===== src/rtl/vint_pkg.sv =====
package vint_pkg;
  localparam int unsigned SRC_N  = 14;
  localparam int unsigned EXT_N  = 4;
  localparam int unsigned BYTE_W = 8;
  localparam int unsigned IDX_W  = $clog2(SRC_N);

  typedef enum logic [2:0] {
    RS_NONE,
    RS_EN_HI,
    RS_EN_LO,
    RS_REQ_HI,
    RS_REQ_LO,
    RS_POL
  } reg_sel_e;
endpackage


===== src/rtl/vint_rst_sync.sv =====
module vint_rst_sync (
  input  logic clk,
  input  logic rst_n,
  output logic rst_n_sync
);
  logic [1:0] stage_q;

  always_ff @(posedge clk or negedge rst_n) begin
    if (!rst_n) stage_q <= 2'b00;
    else        stage_q <= {stage_q[0], 1'b1};
  end

  assign rst_n_sync = stage_q[1];
endmodule


===== src/rtl/vint_edge.sv =====
module vint_edge #(
  parameter int unsigned N = 4
) (
  input  logic         clk,
  input  logic         rst_n,
  input  logic [N-1:0] pin,
  input  logic [N-1:0] pol_cur,
  input  logic [N-1:0] pol_nxt,
  output logic [N-1:0] hit
);
  // Pin level normalised to "active" polarity; stored sample uses the
  // polarity that will be in force next cycle.
  logic [N-1:0] prev_q, prev_d;

  for (genvar g = 0; g < N; g++) begin : g_pin
    logic lvl_cur;
    assign lvl_cur   = ~(pin[g] ^ pol_cur[g]);
    assign hit[g]    = lvl_cur & ~prev_q[g];
    assign prev_d[g] = ~(pin[g] ^ pol_nxt[g]);
  end

  always_ff @(posedge clk or negedge rst_n) begin
    if (!rst_n) prev_q <= '1;
    else        prev_q <= prev_d;
  end
endmodule


===== src/rtl/vint_flags.sv =====
module vint_flags #(
  parameter int unsigned N = 14
) (
  input  logic         clk,
  input  logic         rst_n,
  input  logic [N-1:0] set_p,
  input  logic [N-1:0] clr_ack,
  input  logic [N-1:0] sw_we,
  input  logic [N-1:0] sw_val,
  output logic [N-1:0] flag
);
  logic [N-1:0] flag_q, flag_d;

  for (genvar g = 0; g < N; g++) begin : g_bit
    always_comb begin
      flag_d[g] = flag_q[g];
      if (clr_ack[g]) flag_d[g] = 1'b0;
      if (sw_we[g])   flag_d[g] = sw_val[g];
      if (set_p[g])   flag_d[g] = 1'b1;
    end

    // a set pulse always leaves the flag at 1
    a_r9_set_wins: assert property (@(posedge clk) disable iff (!rst_n)
      set_p[g] |=> flag_q[g]);
    // a bus write without a competing set stores the written bit
    a_r9_sw_store: assert property (@(posedge clk) disable iff (!rst_n)
      (sw_we[g] && !set_p[g]) |=> (flag_q[g] == $past(sw_val[g])));
    // acknowledge clear takes effect when nothing else touches the bit
    a_r8_ack_clears: assert property (@(posedge clk) disable iff (!rst_n)
      (clr_ack[g] && !set_p[g] && !sw_we[g]) |=> !flag_q[g]);
  end

  always_ff @(posedge clk or negedge rst_n) begin
    if (!rst_n) flag_q <= '0;
    else        flag_q <= flag_d;
  end

  assign flag = flag_q;
endmodule


===== src/rtl/vint_prio.sv =====
module vint_prio #(
  parameter int unsigned N = 14,
  parameter int unsigned W = 4
) (
  input  logic [N-1:0] pend,
  output logic         valid,
  output logic [W-1:0] idx
);
  always_comb begin
    valid = 1'b0;
    idx   = '0;
    for (int i = N - 1; i >= 0; i--) begin
      if (pend[i]) begin
        valid = 1'b1;
        idx   = W'(i);
      end
    end
  end

  always_comb begin
    if (valid) begin
      // pick is pending and nothing more urgent is pending
      a_r4_pick_pending: assert (pend[idx]);
      a_r4_none_higher:  assert ((pend & ((N'(1) << idx) - N'(1))) == '0);
    end
  end
endmodule


===== src/rtl/vint_ctrl.sv =====
module vint_ctrl
  import vint_pkg::*;
#(
  parameter int unsigned ADDR_W      = 8,
  parameter logic [7:0]  EN_HI_ADDR  = 8'hEA,
  parameter logic [7:0]  EN_LO_ADDR  = 8'hEB,
  parameter logic [7:0]  REQ_HI_ADDR = 8'hEC,
  parameter logic [7:0]  REQ_LO_ADDR = 8'hED,
  parameter logic [7:0]  POL_ADDR    = 8'hEE
) (
  input  logic                      clk,
  input  logic                      rst_n,
  input  logic                      bus_sel,
  input  logic                      bus_wr,
  input  logic [ADDR_W-1:0]         bus_addr,
  input  logic [BYTE_W-1:0]         bus_wdata,
  output logic [BYTE_W-1:0]         bus_rdata,
  input  logic [EXT_N-1:0]          ext_pin,
  input  logic [SRC_N-EXT_N-1:0]    periph_set,
  input  logic                      cpu_ei,
  input  logic                      cpu_di,
  input  logic                      cpu_ack,
  input  logic                      cpu_reti,
  output logic                      irq_req,
  output logic [IDX_W-1:0]          irq_vec,
  output logic                      gie_on
);
  localparam int unsigned LO_W = SRC_N - BYTE_W;

  logic rst_s;
  vint_rst_sync u_rst (.clk(clk), .rst_n(rst_n), .rst_n_sync(rst_s));

  // ---------------- register decode ----------------
  reg_sel_e rsel;
  logic     wr_go;

  always_comb begin
    rsel = RS_NONE;
    if      (bus_addr == ADDR_W'(EN_HI_ADDR))  rsel = RS_EN_HI;
    else if (bus_addr == ADDR_W'(EN_LO_ADDR))  rsel = RS_EN_LO;
    else if (bus_addr == ADDR_W'(REQ_HI_ADDR)) rsel = RS_REQ_HI;
    else if (bus_addr == ADDR_W'(REQ_LO_ADDR)) rsel = RS_REQ_LO;
    else if (bus_addr == ADDR_W'(POL_ADDR))    rsel = RS_POL;
  end

  assign wr_go = bus_sel & bus_wr;

  // ---------------- state ----------------
  logic [SRC_N-1:0] en_q, en_d;
  logic [EXT_N-1:0] pol_q, pol_d;
  logic             gie_q, gie_d;
  logic             hold_q, hold_d;
  logic [IDX_W-1:0] vec_q, vec_d;

  always_comb begin
    en_d = en_q;
    if (wr_go && rsel == RS_EN_HI) en_d[BYTE_W-1:0]     = bus_wdata;
    if (wr_go && rsel == RS_EN_LO) en_d[SRC_N-1:BYTE_W] = bus_wdata[LO_W-1:0];
  end

  assign pol_d = (wr_go && rsel == RS_POL) ? bus_wdata[EXT_N-1:0] : pol_q;

  // ---------------- edge detection ----------------
  logic [EXT_N-1:0] edge_hit;

  vint_edge #(.N(EXT_N)) u_edge (
    .clk(clk), .rst_n(rst_s), .pin(ext_pin),
    .pol_cur(pol_q), .pol_nxt(pol_d), .hit(edge_hit)
  );

  // ---------------- request flags ----------------
  logic             ack_take;
  logic [SRC_N-1:0] set_p, clr_ack, sw_we, sw_val, flag;

  assign ack_take = cpu_ack & hold_q;
  assign set_p    = {periph_set, edge_hit};
  assign sw_we    = {{LO_W{wr_go && rsel == RS_REQ_LO}},
                     {BYTE_W{wr_go && rsel == RS_REQ_HI}}};
  assign sw_val   = {bus_wdata[LO_W-1:0], bus_wdata};

  always_comb begin
    clr_ack = '0;
    if (ack_take && (vec_q < IDX_W'(EXT_N))) clr_ack[vec_q] = 1'b1;
  end

  vint_flags #(.N(SRC_N)) u_flags (
    .clk(clk), .rst_n(rst_s), .set_p(set_p), .clr_ack(clr_ack),
    .sw_we(sw_we), .sw_val(sw_val), .flag(flag)
  );

  // ---------------- master enable ----------------
  always_comb begin
    gie_d = gie_q;
    if (cpu_ei || cpu_reti)     gie_d = 1'b1;
    if (cpu_di || ack_take)     gie_d = 1'b0;
  end

  // ---------------- selection and hold ----------------
  logic [SRC_N-1:0] pend;
  logic             pick_ok;
  logic [IDX_W-1:0] pick_idx;

  assign pend = flag & en_q & {SRC_N{gie_q}};

  vint_prio #(.N(SRC_N), .W(IDX_W)) u_prio (
    .pend(pend), .valid(pick_ok), .idx(pick_idx)
  );

  always_comb begin
    hold_d = hold_q;
    vec_d  = vec_q;
    if (hold_q) begin
      if (ack_take || !pend[vec_q] || !gie_d) hold_d = 1'b0;
    end else begin
      hold_d = pick_ok & gie_d;
      if (pick_ok) vec_d = pick_idx;
    end
  end

  always_ff @(posedge clk or negedge rst_s) begin
    if (!rst_s) begin
      en_q   <= '0;
      pol_q  <= '0;
      gie_q  <= 1'b0;
      hold_q <= 1'b0;
      vec_q  <= '0;
    end else begin
      en_q   <= en_d;
      pol_q  <= pol_d;
      gie_q  <= gie_d;
      hold_q <= hold_d;
      vec_q  <= vec_d;
    end
  end

  // ---------------- read port ----------------
  always_comb begin
    bus_rdata = '0;
    if (bus_sel) begin
      unique case (rsel)
        RS_EN_HI:  bus_rdata = en_q[BYTE_W-1:0];
        RS_EN_LO:  bus_rdata = BYTE_W'(en_q[SRC_N-1:BYTE_W]);
        RS_REQ_HI: bus_rdata = flag[BYTE_W-1:0];
        RS_REQ_LO: bus_rdata = BYTE_W'(flag[SRC_N-1:BYTE_W]);
        RS_POL:    bus_rdata = BYTE_W'(pol_q);
        default:   bus_rdata = '0;
      endcase
    end
  end

  assign irq_req = hold_q;
  assign irq_vec = vec_q;
  assign gie_on  = gie_q;

  // ---------------- assertions ----------------
  // no request to the processor while the master enable is off
  a_r3_req_needs_gie: assert property (@(posedge clk) disable iff (!rst_s)
    irq_req |-> gie_on);
  // a held vector does not move while the request stays up
  a_r10_vec_hold: assert property (@(posedge clk) disable iff (!rst_s)
    (irq_req && !cpu_ack) |=> (!irq_req || irq_vec == $past(irq_vec)));
  // accepted acknowledge drops request and master enable
  a_r5_ack_drops: assert property (@(posedge clk) disable iff (!rst_s)
    (irq_req && cpu_ack) |=> (!irq_req && !gie_on));
  // disable strobe always clears the master enable
  a_r5_di_clears: assert property (@(posedge clk) disable iff (!rst_s)
    cpu_di |=> !gie_on);
  // return strobe sets the master enable when nothing clears it
  a_r5_reti_sets: assert property (@(posedge clk) disable iff (!rst_s)
    (cpu_reti && !cpu_di && !(cpu_ack && irq_req)) |=> gie_on);
endmodule


===== config.mk =====
export PLATFORM = sky130hd
export DESIGN_NAME = vint_ctrl
export DESIGN_NICKNAME = d
export VERILOG_FILES = /design/src/rtl/vint_pkg.sv /design/src/rtl/vint_rst_sync.sv /design/src/rtl/vint_edge.sv /design/src/rtl/vint_flags.sv /design/src/rtl/vint_prio.sv /design/src/rtl/vint_ctrl.sv
export SDC_FILE = /design/constraint.sdc
export NUM_CORES = 1
export LEC_CHECK = 0
export BUFFER_PORTS_ARGS = -buffer_cell sky130_fd_sc_hd__clkbuf_2
export CAP_MARGIN = 20
export CORE_ASPECT_RATIO = 1.1
export CORE_UTILIZATION = 30
export CTS_BUF_LIST = sky130_fd_sc_hd__clkbuf_8
export DETAILED_ROUTE_END_ITERATION = 7
export MAX_ROUTING_LAYER = met4
export PLACE_DENSITY = 0.53
export SKIP_LAST_GASP = 1
export SLEW_MARGIN = 20
export SYNTH_ARGS = -nofsm -noshare
export SYNTH_HDL_FRONTEND = slang
export SYNTH_SLANG_ARGS = --single-unit
export TNS_END_PERCENT = 50

===== constraint.sdc =====
create_clock -name clk -period 2.15 [get_ports clk]
set_clock_uncertainty 0.2 [all_clocks]
set_input_delay 0.215 -clock clk [delete_from_list [all_inputs] [get_ports clk]]
set_output_delay 0.215 -clock clk [all_outputs]
set_load 0.01 [all_outputs]

[Word level (Yosys, flattened, before mapping)]
Index checks and enable logic that the tools add are counted.
Operators by class
  eq/ne operators: 10
  shift operators: 0
  order comparisons: 3
  bitwise operators: 30
  multiply operators: 0
  multiplexer cells: 87
  reductions and logical operators: 28
  add/sub/neg operators: 0
  div/mod/pow operators: 0
Operators by type and width (number)
  $mux W1: 62
  $mux W4: 15
  $reduce_bool A3 Y1: 14
  $eq A8 B8 Y1 const B: 5
  $pmux W8 S5: 1
  $and A14 B14 Y14: 2
  $mux W3: 5
  $mux W14: 1
  $not A1 Y1: 13
  $mux W8: 1
  $xor A1 B1 Y1: 8
  $and A1 B1 Y1: 7
  $logic_and A1 B1 Y1: 7
  $eq A3 B2 Y1 const B: 2
  $eq A3 B3 Y1 const B: 2
  $lt A4 B5 Y1 const B: 1
  $bmux W1 S4: 1
  $demux W1 S4: 1
  $ge A4 B1 Y1 const B: 1
  $logic_or A1 B1 Y1: 4
  $lt A4 B3 Y1 const B: 1
  $eq A3 B1 Y1 const B: 1
  $logic_not A1 Y1: 2
  $reduce_and A2 Y1: 1
Storage, ports and cells
  ROM bits: 0
  latch bits: 0
  output and inout port bits: 14
  register bits after elaboration: 44
  logic and storage cells: 180
  memory bits (writable): 0
  input bits: 38
  memories kept: 0

[Logic depth before layout (Yosys ltp)]
Gate-level depths: netlist of the first run.
  word-level depth: 18
  depth in mapped cells: 7

[Cells and area by module]
From an unflattened synthesis of the first run, not the netlist that was laid out.
Second synthesis, totals
  cells, all modules: 252
  area total of the unflattened synthesis: 2556.2 um^2
By module, submodules not included
  vint_ctrl: times used 1, area an instance 1600.3 um^2, cells each 165, sequential area each 600.6 um^2
  vint_flags: times used 1, area an instance 543.0 um^2, cells each 42, sequential area each 350.3 um^2
  vint_edge: times used 1, area an instance 190.2 um^2, cells each 16, sequential area each 105.1 um^2
  vint_prio: times used 1, area an instance 168.9 um^2, cells each 26, sequential area each 0.0 um^2
  vint_rst_sync: times used 1, area an instance 53.8 um^2, cells each 3, sequential area each 50.0 um^2

[Least setup slack after synthesis of the first run]
OpenSTA, ideal clock, no wires.
  path kind: input to output
  from: input port bus_addr[4]
  to: output port bus_rdata[0]
  data arrival time: 1.386 ns
  cell stages on the path: 6
  path buffers: 1
  slack: 0.349 ns
  cells stage by stage: nand4b_4 -> nor2_1 -> and4b_1 -> clkbuf_1 -> a222oi_1 -> a31oi_1
Between the ends
  cells in the longest elaborated chain, start to end: 9
Ends and longest elaborated chain
  start, declared: line vint_ctrl.sv:15  | input logic [ADDR_W-1:0] bus_addr,
  $eq A8 B8 Y1: line vint_ctrl.sv:43  | else if (bus_addr == ADDR_W'(POL_ADDR)) rsel = RS_POL;
  $mux W3: line vint_ctrl.sv:43
  $mux W3: line vint_ctrl.sv:42  | else if (bus_addr == ADDR_W'(REQ_LO_ADDR)) rsel = RS_REQ_LO;
  $mux W3: line vint_ctrl.sv:41  | else if (bus_addr == ADDR_W'(REQ_HI_ADDR)) rsel = RS_REQ_HI;
  $mux W3: line vint_ctrl.sv:40  | else if (bus_addr == ADDR_W'(EN_LO_ADDR)) rsel = RS_EN_LO;
  $mux W3 (*): line vint_ctrl.sv:39  | if (bus_addr == ADDR_W'(EN_HI_ADDR)) rsel = RS_EN_HI;
  $eq A3 B3 Y1, or another cell as far along: line vint_ctrl.sv:140  | unique case (rsel)
  $pmux W8 S5 (*): line vint_ctrl.sv:140
  $mux W8 (*): line vint_ctrl.sv:139  | if (bus_sel) begin
  end, declared: line vint_ctrl.sv:17  | output logic [BYTE_W-1:0] bus_rdata,
Mark *: on every way between the ends. The rest lies on a longest branch, timed or not.

[Final worst setup path of the first run]
  from: input port bus_addr[4]
  to: output port bus_rdata[2]
The elaborated chain is that of the path after synthesis.

==> summary.md, run 1 <==
Logic synthesis
* share of synthesized area occupied by flip-flops and latches: 0.456
* Post-synth EDFFs: 0
* top flip-flop cell by instance count after synthesis: sky130_fd_sc_hd__dfrtp_1
* total of flip-flops plus latches after synthesis: 44
* Yosys warnings: 0
* number of distinct library cells after synthesis: 48
* adder and majority cell fraction of the synthesized area: 0
* Synth Area in Compound Gates: 0.191
* synthesized netlist cell count: 233
* combinational family with the most area after synthesis: simple AND/OR/NAND/NOR gates
* average size of a mapped cell: 10.4 µm²
* share of synthesized registers carrying an async set or reset: 1.00
* share of the synthesized netlist area taken by xor and xnor gates: 0.0289
* Post-Syn Area: 2430 µm²
* post-synthesis share of cell area spent on and, or, nand and nor gates: 0.194
* multiplexer area fraction after synthesis: 0.106
* post-synthesis net count: 271

Die
* Die Outline Area: 8460 µm²
* die boundary height: 96.3 µm
* number of primary I/O pins: 52
* starting density of the core: 0.308
* overall die width: 87.8 µm
* Site Rows: 34
* area of the placeable core: 7870 µm²

Clock tree
* buffer depth of the longest clock path: 2
* Root Buffer Master: sky130_fd_sc_hd__clkbuf_8
* clock latency of the later-clocked register in the worst-skew pair: 300 ps
* CTS tree: done
* Worst-path clk slew: 90 ps
* number of sinks on the clock net: 44
* CTS HTree Levels: 2
* Inserted Clock Buffers: 5

STA
* shortest clock period the worst path allows after layout: 1930 ps
* RSZ-0062 raised after global routing: false
* final count of negative-setup-slack endpoints: 0
* number of endpoints with negative hold slack in the final report: 0
* summed negative setup slack over all endpoints: 0 ps
* minimum setup slack in the final design: 220 ps
* Tcrit/Tclk final: 0.898
* Final Slew Violations: 0
* top achievable clock speed: 518 MHz

Flow run
* number of max-cap violations: 0

Drt
* overall routed net length: 6730 µm
* Starting DRT DRC Count: 121
* average routed wire per standard cell: 15.7 µm
* Antenna Violating Nets Remaining: 0
* routed wl met3: 305 µm
* mean number of vias per cell: 5.15
* WL met1: 2980 µm
* number of optimization iterations in the first detailed-route pass: 4
* total via count in the routed design: 2214
* # DRC: 0
* met2 WL post-DR: 3270 µm
* top metal layer carrying routed signals: met4

Critical path
* Required @ worst endpoint: 1740 ps
* startpoint-to-endpoint class of the critical path: in2out
* highest fanout seen on the critical path: 7
* CP Launch Type: input port
* Critical Path AT: 1520 ps
* Crit. End Element: primary output

Global route
* pin count of the biggest net entering global routing: 19
* GR Util All Layers: 0.178
* wire length of the first global-routing pass: 11000 µm
* global route total overflow: 0
* antenna violations before repair: 0
* via count of the first global-routing pass: 2224

Placement
* Post-Place Worst Slack: 104 ps
* half-perimeter wire length of the detailed placement result: 5070 µm
* final estimated routing congestion in global placement: 0.853
* quantity of I/O buffers inserted on ports: 51

Finish
* area taken by multi-input logic gates: 1280 µm²
* layout cells sized above 1: 0.332
* count of nets after finishing: 359
* # fillers: 790
* sequential standard cell area: 1110 µm²
* ANT cells: 0
* area growth from synthesis to final layout: 33.2%

Power and ir drop
* worst-case vdd ir drop: 277 µV
* leakage dissipation: 0.00138 µW
* power density normalized to cell area: 606 nW/µm²
* Design Power: 1960 µW

Run status
* result of the run: finished, final reports clean

Hold path
* Hold Path Class: in2reg

## state kept, by name (all words and copies together) (netlist names)
| name | flops |
|---|---|
| u_rst.stage_q | 2 |
| u_flags.flag | 14 |
| en_q | 14 |
| gie_on | 1 |
| u_edge.prev_q | 4 |
| irq_vec | 4 |
| pol_q | 4 |
| irq_req | 1 |
## cells in the mapped netlist (3+ instances only)
library cell / n / area (µm²)
sky130_fd_sc_hd__a211o_1: 11 / 96.3
sky130_fd_sc_hd__a21oi_1: 9 / 45.0
sky130_fd_sc_hd__a222oi_1: 6 / 60.1
sky130_fd_sc_hd__a22o_1: 3 / 26.3
sky130_fd_sc_hd__a22oi_1: 3 / 22.5
sky130_fd_sc_hd__a31oi_1: 5 / 31.3
sky130_fd_sc_hd__and2_1: 8 / 50.1
sky130_fd_sc_hd__and3_1: 6 / 37.5
sky130_fd_sc_hd__and4b_1: 3 / 30.0
sky130_fd_sc_hd__dfrtp_1: 40 / 1000
sky130_fd_sc_hd__dfstp_2: 4 / 105
sky130_fd_sc_hd__inv_1: 5 / 18.8
sky130_fd_sc_hd__mux2_2: 18 / 203
sky130_fd_sc_hd__nand2_1: 35 / 131
sky130_fd_sc_hd__nand3_1: 7 / 35.0
sky130_fd_sc_hd__nor2_1: 8 / 30.0
sky130_fd_sc_hd__nor2b_1: 5 / 31.3
sky130_fd_sc_hd__o211ai_1: 3 / 22.5
sky130_fd_sc_hd__o21ai_0: 8 / 40.0
sky130_fd_sc_hd__o221ai_1: 4 / 35.0
sky130_fd_sc_hd__xnor2_1: 4 / 35.0
sky130_fd_sc_hd__xor2_1: 4 / 35.0
## power breakdown
part | total (µW) | switching [µW] | internal [µW]
registers | 962 | 81.7 | 881
clock network | 662 | 312 | 350
logic | 334 | 171 | 163
total | 1960 | 565 | 1390
## critical path, cell delays in order
cell	delay [ps]
sky130_fd_sc_hd__clkbuf_2	80
sky130_fd_sc_hd__nand4b_4	190
sky130_fd_sc_hd__nor2_1	170
sky130_fd_sc_hd__and4b_2	360
sky130_fd_sc_hd__a222oi_1	130
sky130_fd_sc_hd__a31oi_1	210
sky130_fd_sc_hd__clkbuf_2	160
## area by class of cell
class | count | area share
clock buffers | 5 | 0.0213
clock inverters | 3 | 0.0143
inverters | 5 | 0.00580
multi-input cells | 178 | 0.396
flip-flops and latches | 44 | 0.342
well taps | 108 | 0.0418
repair buffers | 87 | 0.179
## cell families (layout without fill, tap and decap cells)
family,count (synthesis),count (layout)
AO/OA/AOI/OAI,62,62
XOR/XNOR,8,8
buffers and inverters,11,100
flip-flops,44,44
multiplexers,21,21
other,1,1
AND/OR/NAND/NOR,86,86
## metal layers
layer / vias up / track usage
met3: 13 / 0.0266
met5: - / -
met2: 64 / 0.295
met4: 0 / 0.0683
met1: 1078 / 0.217
li1: 1059 / -
## cells in the final DEF, fill, tap and decap left out, drive strengths merged, types with 2 or more instances in the layout
| cell type | instances |
|---|---|
| a211o | 11 |
| a21o | 2 |
| a21oi | 9 |
| a222oi | 6 |
| a22o | 3 |
| a22oi | 3 |
| a31oi | 5 |
| and2 | 8 |
| and3 | 6 |
| and4b | 3 |
| buf | 15 |
| clkbuf | 56 |
| dfrtp | 40 |
| dfstp | 4 |
| dlygate4sd3 | 21 |
| inv | 6 |
| mux2 | 18 |
| mux4 | 2 |
| nand2 | 36 |
| nand3 | 7 |
| nand4 | 2 |
| nor2 | 8 |
| nor2b | 5 |
| nor3 | 3 |
| nor3b | 2 |
| o2111ai | 2 |
| o211ai | 3 |
| o21ai | 8 |
| o221ai | 4 |
| xnor2 | 4 |
| xor2 | 4 |
## metrics by stage
| step | hold slack (ps) | cells | util | instance area [µm²] |
|---|---|---|---|---|
| finish | 3.12 | 430 | 0.411 | 3230 |
| global route | 11.1 | 430 | 0.411 | 3230 |
| CTS | 0.679 | 430 | 0.410 | 3230 |
| detailed placement | -197 | 401 | 0.369 | 2900 |
| global placement | -197 | 401 | 0.369 | 2900 |
| floorplan | -281 | 233 | - | 2430 |
## what timing repair did
action / 4_1_cts / 5_1_grt
endpoints found under the setup margin: 0 / 4
hold buffers: 21 / 0
endpoints found under the hold margin: 28 / 0
setup buffers: 0 / 0
gates resized for setup: 0 / 3
## final timing paths
check | start | slack [ps] | to | depth (start not counted)
setup / recovery | bus_addr[4] | 220 | bus_rdata[2] | 7
hold / removal | bus_wdata[3] | 3 | u_flags.flag[3]$_DFFE_PN0P_ | 3
setup reg to reg | en_q[3]$_DFFE_PN0P_ | 250 | irq_vec[0]$_DFFE_PN0P_ | 5
hold reg to reg | u_rst.stage_q[1]$_DFF_PN0_ | 80 | u_edge.prev_q[2]$_DFF_PN1_ | 0
max in group asynchronous | u_rst.stage_q[1]$_DFF_PN0_ | 810 | pol_q[3]$_DFF_PN0_ | 1
min in group asynchronous | rst_n | 20 | u_rst.stage_q[0]$_DFF_PN0_ | 2
Note: power is estimated with default switching activity, not from simulation.
==> run 2, diff against run 1 <==
--- a/config.mk
+++ b/config.mk
@@ -5,14 +5,14 @@
 export SDC_FILE = /design/constraint.sdc
 export NUM_CORES = 1
 export LEC_CHECK = 0
-export BUFFER_PORTS_ARGS = -buffer_cell sky130_fd_sc_hd__clkbuf_2
 export CAP_MARGIN = 20
 export CORE_ASPECT_RATIO = 1.1
 export CORE_UTILIZATION = 30
 export CTS_BUF_LIST = sky130_fd_sc_hd__clkbuf_8
 export DETAILED_ROUTE_END_ITERATION = 7
+export DONT_BUFFER_PORTS = 1
 export MAX_ROUTING_LAYER = met4
-export PLACE_DENSITY = 0.53
+export PLACE_DENSITY = 0.48
 export SKIP_LAST_GASP = 1
 export SLEW_MARGIN = 20
 export SYNTH_ARGS = -nofsm -noshare
==> run 2 against run 1 <==
Non-clock buffer count is 25 lower; final area down 0.85%; sequential power shrank 2%; global-route usage is 1.3 points higher; core utilization shrank 0.35 points; combinational power fell by 4%; sequential share of layout area up 0.29 points; die area unchanged; power decreased by 10%; maximum frequency down 5.2%; routed wire length up 6.3%.
==> summary.md, run 2 (synthesized netlist as in run 1, its figures left out) <==
Run status
* result of the run: finished, final reports clean

Flow run
* number of max-cap violations: 0

STA
* minimum setup slack in the final design: 113 ps
* shortest clock period the worst path allows after layout: 2040 ps
* RSZ-0062 raised after global routing: false
* Final Slew Violations: 0
* final count of negative-setup-slack endpoints: 0
* Tcrit/Tclk final: 0.947
* number of endpoints with negative hold slack in the final report: 0
* summed negative setup slack over all endpoints: 0 ps
* top achievable clock speed: 491 MHz
* normalized max-slew margin: 0.646
* Tightest Pin Transition: 530 ps

Critical path
* CP Launch Type: input port
* Critical Path AT: 2020 ps
* Required @ worst endpoint: 2130 ps
* highest fanout seen on the critical path: 9
* Crit. End Element: flop
* startpoint-to-endpoint class of the critical path: in2reg

Clock tree
* Worst-path clk slew: 80 ps
* buffer depth of the longest clock path: 2
* Inserted Clock Buffers: 5
* number of sinks on the clock net: 44
* CTS tree: done
* Root Buffer Master: sky130_fd_sc_hd__clkbuf_8
* clock latency of the later-clocked register in the worst-skew pair: 300 ps
* CTS HTree Levels: 2

Global route
* via count of the first global-routing pass: 2275
* global route total overflow: 0
* pin count of the biggest net entering global routing: 17
* wire length of the first global-routing pass: 11700 µm
* GR Util All Layers: 0.190
* antenna violations before repair: 0

Finish
* count of nets after finishing: 334
* ANT cells: 0
* # fillers: 794
* most common cell after layout, fill and taps aside: sky130_fd_sc_hd__dlygate4sd3_1
* layout cells sized above 1: 0.192
* most used cells in the layout excluding fill and tap cells: 43 x sky130_fd_sc_hd__dlygate4sd3_1, 39 x sky130_fd_sc_hd__dfrtp_1, 35 x sky130_fd_sc_hd__nand2_1
* area growth from synthesis to final layout: 32.1%

Power and ir drop
* power density normalized to cell area: 549 nW/µm²
* Design Power: 1760 µW
* worst-case vdd ir drop: 241 µV
* leakage dissipation: 0.00125 µW

Die
* area of the placeable core: 7870 µm²
* overall die width: 87.8 µm
* starting density of the core: 0.308
* die boundary height: 96.3 µm
* Die Outline Area: 8460 µm²
* Site Rows: 34
* number of primary I/O pins: 52

Drt
* Antenna Violating Nets Remaining: 0
* Starting DRT DRC Count: 96
* mean number of vias per cell: 5.31
* number of optimization iterations in the first detailed-route pass: 5
* # DRC: 0
* total via count in the routed design: 2150
* average routed wire per standard cell: 17.7 µm
* overall routed net length: 7160 µm

Placement
* final estimated routing congestion in global placement: 0.869
* Post-Place Worst Slack: 70.5 ps
* half-perimeter wire length of the detailed placement result: 5200 µm
* quantity of I/O buffers inserted on ports: 0

Hold path
* Hold Path Class: in2reg

## run 2: cell types whose count changed in the layout (fill, tap and decap cells not counted), sizes merged
cell,delta
inv,+1
buf,+4
clkinvlp,-1
bufinv,-1
dlygate4sd3,+22
clkbuf,-51
clkinv,+1
## run 2: routing by layer
layer,global-route usage,share of wire
met3,0.0343,0.046
met1,0.231,0.44
met2,0.324,0.50
met4,0.0533,0.013
met5,-,0
## run 2: repair_timing
action,in CTS,in global routing
resized for setup,0,2
endpoints found under the setup margin,0,8
setup buffers,0,1
hold buffers,43,0
hold endpoints to repair,51,0
## run 2: report_power, final
part,switching (µW),leakage (µW),internal (µW)
logic,171,0.000686,149
registers,63.8,0.000514,881
clock network,276,0.0000505,219
total,511,0.00125,1250
## run 2: worst paths after layout
| kind | start | endpoint | slack (ps) | cells past startpoint |
|---|---|---|---|---|
| max in group asynchronous | u_rst.stage_q[1]$_DFF_PN0_ | en_q[8]$_DFFE_PN0P_ | 690 | 1 |
| min | cpu_ack | irq_req$_DFF_PN0_ | 70 | 3 |
| max | bus_addr[1] | u_flags.flag[7]$_DFFE_PN0P_ | 110 | 6 |
| max reg2reg | en_q[1]$_DFFE_PN0P_ | irq_vec[0]$_DFFE_PN0P_ | 240 | 5 |
| min reg2reg | u_rst.stage_q[1]$_DFF_PN0_ | u_edge.prev_q[3]$_DFF_PN1_ | 90 | 0 |
| min in group asynchronous | u_rst.stage_q[1]$_DFF_PN0_ | u_edge.prev_q[3]$_DFF_PN1_ | 90 | 0 |
## run 2: stage by stage
stage	instances	cell area [µm²]	hold slack [ps]	util
2_1_floorplan	233	2430	-281	-
6_report	405	3210	70.5	0.407
3_3_place_gp	353	2680	-281	0.341
3_5_place_dp	353	2680	-281	0.341
4_1_cts	404	3190	61.4	0.406
5_1_grt	405	3210	94.3	0.407
## run 2: area by class of cell
type / instances / area, µm² / area share
tap: 108 / 135 / 0.0422
inverter: 5 / 18.8 / 0.00585
multi-input combinational: 178 / 1280 / 0.399
clock buffer: 5 / 68.8 / 0.0215
sequential: 44 / 1110 / 0.345
clock inverter: 3 / 12.5 / 0.00390
timing repair buffer: 62 / 586 / 0.183
## run 2: worst max-delay path: stages
cell and delay (ps):
sky130_fd_sc_hd__or3b_1 400, sky130_fd_sc_hd__nor3_4 130, sky130_fd_sc_hd__and2_1 360, sky130_fd_sc_hd__nor2b_1 90, sky130_fd_sc_hd__a211o_1 270, sky130_fd_sc_hd__dlygate4sd3_1 550
==> run 3, diff against run 2 <==
--- a/config.mk
+++ b/config.mk
@@ -11,7 +11,6 @@
 export CTS_BUF_LIST = sky130_fd_sc_hd__clkbuf_8
 export DETAILED_ROUTE_END_ITERATION = 7
 export DONT_BUFFER_PORTS = 1
-export MAX_ROUTING_LAYER = met4
 export PLACE_DENSITY = 0.48
 export SKIP_LAST_GASP = 1
 export SLEW_MARGIN = 20
==> run 3 against run 2 <==
Flip-flop and latch count stayed put; clock power is essentially flat; setup slack better by 3.6 ps; via count up 0.65%; die area unchanged; final area is the same; routed wire length barely moved; first-iteration DRC count grew 22%; critical path depth unchanged; core utilization unchanged; combinational power about the same; highest routed layer unchanged.
==> summary.md, run 3 (synthesized netlist as in run 1, its figures left out) <==
Run status
* result of the run: finished, final reports clean

Die
* starting density of the core: 0.308
* number of primary I/O pins: 52
* Die Outline Area: 8460 µm²
* die boundary height: 96.3 µm
* Site Rows: 34
* overall die width: 87.8 µm
* area of the placeable core: 7870 µm²

Global route
* wire length of the first global-routing pass: 11700 µm
* global route total overflow: 0
* antenna violations before repair: 0
* GR Util All Layers: 0.185
* pin count of the biggest net entering global routing: 17
* via count of the first global-routing pass: 2286

Drt
* overall routed net length: 7150 µm
* Starting DRT DRC Count: 117
* number of optimization iterations in the first detailed-route pass: 5
* Antenna Violating Nets Remaining: 0
* total via count in the routed design: 2164
* # DRC: 0
* average routed wire per standard cell: 17.7 µm
* mean number of vias per cell: 5.34

Power and ir drop
* proportion of power drawn by the clock network: 0.282
* worst-case vdd ir drop: 241 µV
* net switching component of the power: 513 µW
* part of the total power dissipated in sequential elements: 0.536
* fraction of power spent switching nets: 0.291
* relative contribution of combinational cells to total power: 0.182
* power density normalized to cell area: 550 nW/µm²
* leakage dissipation: 0.00125 µW
* total internal power: 1250 µW

Placement
* final estimated routing congestion in global placement: 0.855
* half-perimeter wire length of the detailed placement result: 5200 µm
* quantity of I/O buffers inserted on ports: 0

STA
* Final Slew Violations: 0
* number of endpoints with negative hold slack in the final report: 0
* top achievable clock speed: 492 MHz
* normalized max-slew margin: 0.633
* shortest clock period the worst path allows after layout: 2030 ps
* RSZ-0062 raised after global routing: false
* Tcrit/Tclk final: 0.946
* Tightest Pin Transition: 536 ps
* final count of negative-setup-slack endpoints: 0
* summed negative setup slack over all endpoints: 0 ps

Clock tree
* clock latency of the later-clocked register in the worst-skew pair: 300 ps
* buffer depth of the longest clock path: 2
* Inserted Clock Buffers: 5
* CTS tree: done
* Root Buffer Master: sky130_fd_sc_hd__clkbuf_8
* Worst-path clk slew: 80 ps
* number of sinks on the clock net: 44
* CTS HTree Levels: 2

Finish
* layout cells sized above 1: 0.192
* most used cells in the layout excluding fill and tap cells: 43 x sky130_fd_sc_hd__dlygate4sd3_1, 39 x sky130_fd_sc_hd__dfrtp_1, 35 x sky130_fd_sc_hd__nand2_1
* # fillers: 794
* sequential standard cell area: 1110 µm²
* area taken by multi-input logic gates: 1280 µm²
* core utilization of the finished layout: 0.407
* area growth from synthesis to final layout: 32.1%
* count of nets after finishing: 334
* ANT cells: 0
* most common cell after layout, fill and taps aside: sky130_fd_sc_hd__dlygate4sd3_1

Critical path
* max incr delay on CP: 550 ps
* worst path buffer plus inverter count: 1
* Cell Chain, Critical Path: or3b_1 > nor3_4 > and2_1 > nor2b_1 > a211o_1 > dlygate4sd3_1
* register-to-register setup slack: 250 ps
* CP Launch Type: input port
* highest fanout seen on the critical path: 9
* Critical Path AT: 2010 ps
* Crit. End Element: flop
* Required @ worst endpoint: 2130 ps
* cell family with most CP delay: simple AND/OR/NAND/NOR gates
* startpoint-to-endpoint class of the critical path: in2reg
* slowest CP cell: sky130_fd_sc_hd__dlygate4sd3_1

Flow run
* number of max-cap violations: 0

Hold path
* Hold Path Class: in2reg

[run 3: routing by layer]
metal | GRT usage | vias to the layer above | part of all wire
met1 | 0.229 | 1067 | 0.44
met5 | 0 | - | 0
li1 | - | 1010 | -
met2 | 0.324 | 72 | 0.50
met3 | 0.0360 | 15 | 0.048
met4 | 0.0533 | 0 | 0.017
[run 3: final cells by class]
cell class | count | share of cell area
clock buffers | 5 | 0.0215
flip-flops and latches | 44 | 0.345
repair buffers | 62 | 0.183
multi-input cells | 178 | 0.399
clock inverters | 3 | 0.00390
well taps | 108 | 0.0422
inverters | 5 | 0.00585
[run 3: worst paths after layout]
path / cells after the start / start / end
min in group asynchronous: 0 / u_rst.stage_q[1]$_DFF_PN0_ / u_edge.prev_q[3]$_DFF_PN1_
hold / removal: 3 / cpu_ack / irq_req$_DFF_PN0_
max in group asynchronous: 1 / u_rst.stage_q[1]$_DFF_PN0_ / en_q[8]$_DFFE_PN0P_
setup reg to reg: 5 / u_flags.flag[9]$_DFFE_PN0P_ / irq_vec[1]$_DFFE_PN0P_
setup / recovery: 6 / bus_addr[1] / u_flags.flag[7]$_DFFE_PN0P_
hold reg to reg: 0 / u_rst.stage_q[1]$_DFF_PN0_ / u_edge.prev_q[3]$_DFF_PN1_
[run 3: metrics by stage]
stage	total power, µW	instances	cell area (µm²)	worst slack (ps)	hold slack (ps)
after CTS	1780	404	3190	70.5	61.4
after global placement	1220	353	2680	115	-281
after floorplan	1130	233	2430	349	-281
after detailed placement	1230	353	2680	70.5	-281
final	1760	405	3210	117	71.0
after global routing	1870	405	3210	23.3	94.3
[run 3: timing repair]
item,4_1_cts,5_1_grt
hold endpoints to repair,51,0
hold buffers,43,0
buffers inserted,0,1
setup endpoints to repair,0,8
resized for setup,0,2
[run 3: power by group through the flow]
stage	Combinational, µW	Clock [µW]	Sequential (µW)
final	321	496	945
after detailed placement	260	0	966
after global routing	361	551	955
after CTS	323	517	946
after floorplan	149	0	977
after global placement	259	0	965
[run 3: worst register-to-register path, stage by stage (launching register included)]
cell and delay [ps]:
sky130_fd_sc_hd__dfrtp_1 440, sky130_fd_sc_hd__and2_1 170, sky130_fd_sc_hd__a2111oi_0 500, sky130_fd_sc_hd__o21ai_0 180, sky130_fd_sc_hd__a22o_1 210, sky130_fd_sc_hd__mux2i_1 130
